`config.mk`:
```
export PLATFORM = sky130hd
export DESIGN_NAME = rot_rename_file
export DESIGN_NICKNAME = d
export VERILOG_FILES = /design/src/rtl/rrf_pkg.sv /design/src/rtl/rrf_index_map.sv /design/src/rtl/rrf_rot_ctl.sv /design/src/rtl/rrf_storage.sv /design/src/rtl/rot_rename_file.sv
export SDC_FILE = /design/constraint.sdc
export NUM_CORES = 1
export LEC_CHECK = 0
export ABC_AREA = 1
export BUFFER_PORTS_ARGS = -buffer_cell sky130_fd_sc_hd__clkbuf_2
export CELL_PAD_IN_SITES_DETAIL_PLACEMENT = 0
export CELL_PAD_IN_SITES_GLOBAL_PLACEMENT = 1
export CORE_ASPECT_RATIO = 1.75
export CORE_MARGIN = 3
export CORE_UTILIZATION = 43
export CTS_CLUSTER_DIAMETER = 80
export CTS_CLUSTER_SIZE = 16
export DETAILED_ROUTE_END_ITERATION = 16
export PLACE_DENSITY_LB_ADDON = 0.1
export SETUP_SLACK_MARGIN = 0.1
export SKIP_LAST_GASP = 1
export SYNTH_ARGS = -nofsm -noshare
export SYNTH_HDL_FRONTEND = slang
export SYNTH_SLANG_ARGS = --single-unit
```
`constraint.sdc`:
```
create_clock -name clk -period 2.9 [get_ports clk]
set_input_delay 0.58 -clock clk [delete_from_list [all_inputs] [get_ports clk]]
set_output_delay 0.58 -clock clk [all_outputs]
set_load 0.02 [all_outputs]
```
`src/rtl/rrf_pkg.sv`:
```
package rrf_pkg;

  // Maps a logical register number to a physical entry.
  // Indices inside [rot_lo, rot_lo + 2**rot_log2) are offset by base
  // modulo the window size; all others pass through unchanged.
  function automatic int unsigned rrf_rename(input int unsigned lidx,
                                             input int unsigned base,
                                             input int unsigned rot_lo,
                                             input int unsigned rot_log2);
    int unsigned win;
    win = 32'd1 << rot_log2;
    if (lidx >= rot_lo && lidx < rot_lo + win)
      return rot_lo + ((lidx - rot_lo + base) & (win - 1));
    return lidx;
  endfunction

endpackage

```
`src/rtl/rrf_index_map.sv`:
```
module rrf_index_map #(
  parameter int IDX_W    = 6,
  parameter int NUM_LOG  = 40,
  parameter int ROT_LO   = 32,
  parameter int ROT_LOG2 = 3
) (
  input  logic                clk,
  input  logic                rst,
  input  logic [IDX_W-1:0]    lidx,
  input  logic [ROT_LOG2-1:0] base,
  output logic [IDX_W-1:0]    pidx,
  output logic                valid
);
  import rrf_pkg::*;

  localparam int ROT_N = 1 << ROT_LOG2;

  logic in_window;
  logic in_static;

  assign valid     = 32'(lidx) < NUM_LOG;
  assign in_window = valid && (32'(lidx) >= ROT_LO);
  assign in_static = 32'(lidx) < ROT_LO;
  assign pidx      = IDX_W'(rrf_rename(32'(lidx), 32'(base), ROT_LO, ROT_LOG2));

  AST_MAP_IN_WINDOW: assert property (@(posedge clk) disable iff (rst)
    in_window |-> (32'(pidx) >= ROT_LO && 32'(pidx) < ROT_LO + ROT_N));

  AST_STATIC_UNRENAMED: assert property (@(posedge clk) disable iff (rst)
    in_static |-> (pidx == lidx));

endmodule

```
`src/rtl/rrf_rot_ctl.sv`:
```
module rrf_rot_ctl #(
  parameter int ROT_LOG2 = 3,
  parameter int NSTAGE   = 3
) (
  input  logic                clk,
  input  logic                rst,
  input  logic                rot_i,
  input  logic                stage_bit_i,
  output logic [ROT_LOG2-1:0] base_o,
  output logic [NSTAGE-1:0]   pred_o
);
  logic [ROT_LOG2-1:0] base_q;
  logic [NSTAGE-1:0]   pred_q;
  logic                rot_evt;

  assign rot_evt = rot_i;

  always_ff @(posedge clk) begin
    if (rst) begin
      base_q <= '0;
      pred_q <= '0;
    end else if (rot_evt) begin
      base_q <= base_q - 1'b1;
      pred_q <= {pred_q[NSTAGE-2:0], stage_bit_i};
    end
  end

  assign base_o = base_q;
  assign pred_o = pred_q;

  AST_RESET_CLEAR: assert property (@(posedge clk)
    rst |=> (base_q == '0 && pred_q == '0));

  AST_BASE_STEP: assert property (@(posedge clk) disable iff (rst)
    rot_evt |=> (base_q == $past(base_q) - 1'b1));

  AST_BASE_HOLD: assert property (@(posedge clk) disable iff (rst)
    !rot_evt |=> $stable(base_q));

  AST_PRED_SHIFT: assert property (@(posedge clk) disable iff (rst)
    rot_evt |=> (pred_q[NSTAGE-1:1] == $past(pred_q[NSTAGE-2:0]) &&
                 pred_q[0] == $past(stage_bit_i)));

  AST_PRED_HOLD: assert property (@(posedge clk) disable iff (rst)
    !rot_evt |=> $stable(pred_q));

endmodule

```
`src/rtl/rrf_storage.sv`:
```
module rrf_storage #(
  parameter int NPHYS  = 40,
  parameter int DATA_W = 16,
  parameter int IDX_W  = 6
) (
  input  logic              clk,
  input  logic              rst,
  input  logic              we,
  input  logic [IDX_W-1:0]  widx,
  input  logic [DATA_W-1:0] wdata,
  input  logic [IDX_W-1:0]  raddr_a,
  input  logic [IDX_W-1:0]  raddr_b,
  output logic [DATA_W-1:0] rdata_a,
  output logic [DATA_W-1:0] rdata_b
);
  logic [NPHYS-1:0][DATA_W-1:0] mem;
  logic [NPHYS-1:0]             entry_we;

  for (genvar e = 0; e < NPHYS; e++) begin : g_entry
    assign entry_we[e] = we && (32'(widx) == e);
    always_ff @(posedge clk) begin
      if (entry_we[e]) mem[e] <= wdata;
    end
  end

  always_comb begin
    rdata_a = '0;
    rdata_b = '0;
    if (32'(raddr_a) < NPHYS) rdata_a = mem[raddr_a];
    if (32'(raddr_b) < NPHYS) rdata_b = mem[raddr_b];
  end

  AST_NO_COMMIT_NO_CHANGE: assert property (@(posedge clk) disable iff (rst)
    !we |=> $stable(mem));

  AST_SINGLE_ENTRY_WRITE: assert property (@(posedge clk) disable iff (rst)
    $onehot0(entry_we));

endmodule

```
`src/rtl/rot_rename_file.sv`:
```
module rot_rename_file #(
  parameter int DATA_W   = 16,
  parameter int NUM_LOG  = 40,
  parameter int ROT_LO   = 32,
  parameter int ROT_LOG2 = 3,
  parameter int NSTAGE   = 3,
  localparam int IDX_W   = $clog2(NUM_LOG)
) (
  input  logic              clk,
  input  logic              rst,
  input  logic [IDX_W-1:0]  rd_a_idx,
  output logic [DATA_W-1:0] rd_a_data,
  input  logic [IDX_W-1:0]  rd_b_idx,
  output logic [DATA_W-1:0] rd_b_data,
  input  logic              wr_en,
  input  logic              wr_qual,
  input  logic [IDX_W-1:0]  wr_idx,
  input  logic [DATA_W-1:0] wr_data,
  input  logic              rot_i,
  input  logic              rot_stage_bit,
  output logic [NSTAGE-1:0] stage_pred
);
  localparam int NPORT = 3; // 0: read A, 1: read B, 2: write

  logic [ROT_LOG2-1:0]          base;
  logic [NPORT-1:0][IDX_W-1:0]  lidx_all;
  logic [NPORT-1:0][IDX_W-1:0]  pidx_all;
  logic [NPORT-1:0]             valid_all;
  logic                         wr_commit;
  logic [DATA_W-1:0]            raw_a;
  logic [DATA_W-1:0]            raw_b;

  assign lidx_all = {wr_idx, rd_b_idx, rd_a_idx};

  rrf_rot_ctl #(.ROT_LOG2(ROT_LOG2), .NSTAGE(NSTAGE)) u_ctl (
    .clk(clk), .rst(rst), .rot_i(rot_i), .stage_bit_i(rot_stage_bit),
    .base_o(base), .pred_o(stage_pred)
  );

  for (genvar p = 0; p < NPORT; p++) begin : g_map
    rrf_index_map #(.IDX_W(IDX_W), .NUM_LOG(NUM_LOG), .ROT_LO(ROT_LO),
                    .ROT_LOG2(ROT_LOG2)) u_map (
      .clk(clk), .rst(rst), .lidx(lidx_all[p]), .base(base),
      .pidx(pidx_all[p]), .valid(valid_all[p])
    );
  end

  // Write uses the mapping of the current cycle, before any rotate lands.
  assign wr_commit = wr_en && wr_qual && valid_all[2];

  rrf_storage #(.NPHYS(NUM_LOG), .DATA_W(DATA_W), .IDX_W(IDX_W)) u_mem (
    .clk(clk), .rst(rst), .we(wr_commit), .widx(pidx_all[2]), .wdata(wr_data),
    .raddr_a(pidx_all[0]), .raddr_b(pidx_all[1]),
    .rdata_a(raw_a), .rdata_b(raw_b)
  );

  assign rd_a_data = valid_all[0] ? raw_a : '0;
  assign rd_b_data = valid_all[1] ? raw_b : '0;

  AST_OOR_READ_ZERO: assert property (@(posedge clk) disable iff (rst)
    (32'(rd_a_idx) >= NUM_LOG) |-> (rd_a_data == '0));

  AST_UNQUALIFIED_NO_COMMIT: assert property (@(posedge clk) disable iff (rst)
    !wr_qual |-> !wr_commit);

endmodule

```
## Word-level counts from Yosys, hierarchy flattened

Cells that the tools add are included.

| cells by class | value |
|---|---|
| equality and inequality tests | 39 |
| $lt $le $gt $ge | 10 |
| mux-type cells | 17 |
| reduce and logical (&&, ||, !) cells | 46 |
| div/mod/pow operators | 0 |
| shift-type cells | 0 |
| multiply operators | 0 |
| bitwise gates (word level) | 0 |
| add/subtract/negate cells | 10 |

Operator list:

| cell | count |
|---|---|
| binary-select mux 16 bit (select 6 bit) | 2 |
| equality test 6 x 5 -> 1 bit, second input constant | 16 |
| 2-to-1 mux 16 bit | 6 |
| equality test 6 x 4 -> 1 bit, second input constant | 8 |
| equality test 6 bit, second input constant | 8 |
| logical AND 1 bit | 45 |
| 2-to-1 mux 6 bit | 6 |
| less-than comparator 6 bit, second input constant | 5 |
| equality test 6 x 3 -> 1 bit, second input constant | 4 |
| adder 6 x 3 -> 6 bit, first input constant | 3 |
| >= comparator 6 bit, second input constant | 3 |
| less-than comparator 6 x 7 -> 1 bit, second input constant | 2 |
| equality test 6 x 2 -> 1 bit, second input constant | 2 |
| subtractor 3 x 1 -> 3 bit, second input constant | 4 |
| adder 3 bit | 3 |
| equality test 6 x 1 -> 1 bit, second input constant | 1 |
| logical NOT 6 bit | 1 |
| 2-to-1 mux 1 bit | 3 |

| word-level totals | value |
|---|---|
| bits in read-only memories | 0 |
| register bits after elaboration | 646 |
| logic and storage cells | 164 |
| output and inout port bits | 35 |
| bits in writable memories | 0 |
| memories | 0 |
| bits of input ports | 40 |
| bits in latches | 0 |

## Longest topological paths before layout

| depth | value |
|---|---|
| depth after elaboration | 9 |
| depth in mapped cells | 17 |
| gate-level depth less buffers | 16 |

## Hierarchy

Synthesis repeated with hierarchy kept, for this count alone.

| unflattened totals | value |
|---|---|
| cell total of the unflattened synthesis | 3978 |
| area total of the unflattened synthesis | 34132.7 um^2 |

By module, submodules not included:

| module | times used | area an instance (um^2) | cells an instance | seq. area each (um^2) |
|---|---|---|---|---|
| rrf_storage | 1 | 33163.1 | 3793 | 19218.4 |
| rrf_index_map | 3 | 141.4 | 28 | 0.0 |
| rot_rename_file | 1 | 317.8 | 71 | 0.0 |
| rrf_rot_ctl | 1 | 227.7 | 30 | 120.1 |

## Worst setup path after synthesis

No wires, ideal clock.

| path | value |
|---|---|
| path kind | input to register |
| start point | input wr_idx[0] |
| end point | register u_mem.mem[112] (netlist bit) (enable) |
| path buffers | 0 |
| required time | 2.512 ns |
| arrival | 2.601 ns |
| setup time | 0.388 ns |
| stages | 8 |
| setup slack | -0.090 ns |
| cells stage by stage | ha_1 -> fa_1 -> inv_1 -> o21ai_0 -> inv_1 -> nor2_1 -> nand2_1 -> nor2_1 |

| on the way | value |
|---|---|
| word-level cells in the longest chain between the ends | 7 |
| elaborated cells between the ends (all ways) | 12 |
| classes of those cells | add/sub (3); order compare (2); eq/ne (1); mux (3); reduce/logical (3) |

Ends and longest elaborated chain:

| item | line | source |
|---|---|---|
| start: declaration | rot_rename_file.sv:17 | `input logic [IDX_W-1:0] wr_idx,` |
| subtractor 3 x 1 -> 3 bit | rrf_pkg.sv:13 | `return rot_lo + ((lidx - rot_lo + base) & (win - 1));` |
| adder 3 bit | rrf_pkg.sv:13 |  |
| adder 6 x 3 -> 6 bit | rrf_pkg.sv:13 |  |
| 2-to-1 mux 6 bit | rrf_pkg.sv:12 | `if (lidx >= rot_lo && lidx < rot_lo + win)` |
| 2-to-1 mux 6 bit | rrf_pkg.sv:14 | `return lidx;` |
| equality test 6 x 3 -> 1 bit | rrf_storage.sv:20 | `assign entry_we[e] = we && (32'(widx) == e);` |
| logical AND 1 bit (*) | rrf_storage.sv:20 |  |
| named net u_mem.entry_we[7] | rrf_storage.sv:17 | `logic [NPHYS-1:0] entry_we;` |
| end signal: indexed assignment | rrf_storage.sv:22 | `if (entry_we[e]) mem[e] <= wdata;` |
| end: declaration | rrf_storage.sv:16 | `logic [NPHYS-1:0][DATA_W-1:0] mem;` |

Mark *: on every way through the listed nets, which the timed path passes. The rest lies on a longest branch.
A chain may end at the register's enable or synchronous reset.

## Worst setup path in the final report

| path | value |
|---|---|
| start point | register u_ctl.base_q[0] (netlist: u_ctl.base_o[0]) |
| end point | output rd_b_data[3] |

| on the way | value |
|---|---|
| word-level cells in the longest chain between the ends | 8 |
| elaborated cells between the ends (all ways) | 9 |
| classes of those cells | add/sub (2); order compare (1); mux (6) |

Ends and longest elaborated chain:

| item | line | source |
|---|---|---|
| start: declaration | rrf_rot_ctl.sv:12 | `logic [ROT_LOG2-1:0] base_q;` |
| start signal: assignment | rrf_rot_ctl.sv:23 | `base_q <= base_q - 1'b1;` |
| adder 3 bit (*) | rrf_pkg.sv:13 |  |
| adder 6 x 3 -> 6 bit (*) | rrf_pkg.sv:13 |  |
| 2-to-1 mux 6 bit (*) | rrf_pkg.sv:12 |  |
| 2-to-1 mux 6 bit (*) | rrf_pkg.sv:14 |  |
| binary-select mux 16 bit (select 6 bit) | rrf_storage.sv:30 | `if (32'(raddr_b) < NPHYS) rdata_b = mem[raddr_b];` |
| 2-to-1 mux 16 bit (not written as such) | rrf_storage.sv:30 |  |
| 2-to-1 mux 16 bit (*) | rrf_storage.sv:30 |  |
| 2-to-1 mux 16 bit (*) | rot_rename_file.sv:58 | `assign rd_b_data = valid_all[1] ? raw_b : '0;` |
| end: declaration | rot_rename_file.sv:14 | `output logic [DATA_W-1:0] rd_b_data,` |

Mark *: on every way between the ends. The rest lies on a longest branch, timed or not. The select of a mux whose other input is x is not followed.

==> metrics.txt <==
EDFF count, synth 640; leakage 0.0167 uW; Area Overhead vs Synth 31.5%; FILL cells 6679; first-pass GRT wire length 209000 um; DRC 0; Crit Path Max Fanout 12; largest area contributor in the netlist edfxtp_1; CP peak stage delay 0.56 ns; CTS tree done; Initial Utilization 43.5%; pwr dens 500 nW/um^2; Hold/Removal Path Class input port to flop; Max Fclk 247 MHz; worst skew pair latency 0.64 ns; Yosys cell types 29; Post-Syn Instances 3649; GR Util All Layers 35.4%; Multi-input gate area 14700 sq um; largest net degree at the start of global routing 56; Clock Skew 0.0272 ns; Power Total 21800 uW; Die Area 80800 sq um; Crit-path slowest cell fa_2; Cells after DPL 4824; Yosys top cell area share 57.8%; Yosys reg bits 646; first-pass detailed-route iteration total 8; Overflow after GRT 0; H-tree depth reported by CTS 2; CTS buffer count 46; crit start category flop; via-per-instance ratio 6.25; Antenna Nets Post-Route 0; Final nets 4006; worst rel slew slack 27.5%; RSZ-0062 raised after global routing true; Post-synth ARST share 0%; final WL 149000 um; vias in the first global route 30270; Post-synth top cells nand3_1, nand2_1, edfxtp_1; VDD IR max 543 uV; Setup CP Type flop to primary output; Synth Flop Type edfxtp_1; Critical Path Sink Type primary output; Place WS -1.05 ns; cell area after synthesis 33200 sq um; I/O pin cnt 75; Critical Path AT 3.47 ns; Clock transition at path regs 0.07 ns; hold_buf cts 0; CTS Buffer Depth 3; period utilization 140%; Critical Path RT 2.32 ns; Post-DP Area 38400 sq um; non-filler cells, final 4993; initial antenna violation count 5; row count 134; R2R Setup Slk 0.15 ns; Vias 31184; minimum clock period 4.05 ns; most common cell in the netlist nand3_1; max_cap viols 0; Avg WL per Cell 29.8 um; Die H 374 um; syn nets 3696; gpl congestion 0.918; Worst-Margin Slew 1.09 ns; Core Box Area 76500 sq um; crit-path cells ha_4, inv_2, fa_2, inv_2, o21ai_4, buf_12, buf_12, buf_4, nand3_1, nand3_1, nand3_1, nand3_4, nand3_2, nand2_1, inv_2, clkbuf_2; die width 216 um; synth top area cells edfxtp_1, nand3_1, nand2_1, o211ai_1, buf_2; hpwl dp 93300 um; Clock Tree Root clkbuf_16; share of cells above drive strength 1 27.6%; failing checks negative setup slack; IO Port Bufs 74; Final Hold Viols 0; sequential cell area 19300 sq um; initial drt markers 3810; TritonCTS Sinks 646; cell area after layout 43700 sq um; Seq/Total Area, Yosys 58.2%; outcome complete, but fails checks; Final Util 57.1%; Synth Warn # 0; max-slew violation count 0; # setup viols final 32; syn avg cell area 9.11 sq um; worst setup margin -1.15 ns
[critical path, delay by kind of cell (launching register included)]
kind,cells,cell delay (ns)
and+or+nand+nor,6,0.79
buffers and inverters,7,0.76
AOI/OAI and AO/OA,1,0.19
DFF,1,0.38
adders and majority gates,2,0.69
[sequential cells by signal, summed over array words and instances, names as in the netlist]
signal and cells:
u_ctl.pred_o 3, u_mem.mem 640, u_ctl.base_o 3
[stage by stage]
step,hold WS [ns],TNS [ns]
finish,0.191,-33.60
global route,0.202,-36.52
CTS,0.161,-34.27
detailed placement,0.462,-42.78
global placement,0.462,-33.37
floorplan,0.486,-16.26
[path summary, 6_finish.rpt]
path | startpoint | to | depth (start not counted)
worst max-delay path | u_ctl.base_o[0] | rd_b_data[3] | 16
worst min-delay path | rst | u_ctl.base_o[0] | 2
worst max register to register | u_ctl.base_o[0] | u_mem.mem[340] | 11
worst min register to register | u_ctl.pred_o[2] | u_ctl.pred_o[2] | 2
[metal layers]
layer	share of wire [%]	track usage [%]
met1	36	42.8
met2	48	59.3
met3	9.0	5.42
met4	7.4	21.8
met5	0	0
[area by class of cell]
class,instances,share of cell area [%]
antenna,2,0.0115
timing repair buffer,552,15.1
tap,1020,2.92
sequential,646,44.3
multi-input combinational,2578,33.5
clock inverter,3,0.0917
clock buffer,57,2.88
inverter,135,1.22
[cell usage in the layout (no fill, tap or decap), drive strengths merged]
cell    count
o21ai      70
dfxtp       6
xnor2       1
diode       2
xor2        3
inv       134
fa          3
o211ai    127
a211oi      1
or2         1
a21oi       7
bufbuf      1
edfxtp    640
nor2       60
nand3    1212
ha          4
bufinv      1
clkbuf    127
nor3        2
buf       481
nand2    1087
clkinv      3
[what timing repair did]
action | CTS | global route
pin swaps | 40 | 130
gates resized for setup | 254 | 320
hold endpoints to repair | 0 | 0
setup endpoints to repair | 181 | 429
gates cloned | 12 | 11
buffers inserted | 41 | 47
[power by group]
group / internal (uW) / switching [uW] / leakage, uW
registers: 10300 / 13.0 / 0.00580
logic: 1920 / 3190 / 0.0102
clock network: 3110 / 3330 / 0.000635
[cell families (layout without fill, tap and decap cells)]
kind of cell	count (synthesis)	in the layout	share of synthesized area (%)
AO/OA/AOI/OAI	205	205	4.07
XOR/XNOR	4	4	0.128
adder cells (fa/ha/maj)	7	7	0.331
buffers and inverters	425	747	5.83
flip-flops	646	646	58.2
other	0	2	0
AND/OR/NAND/NOR	2362	2362	31.4
Power figures use the tool's default switching activity.
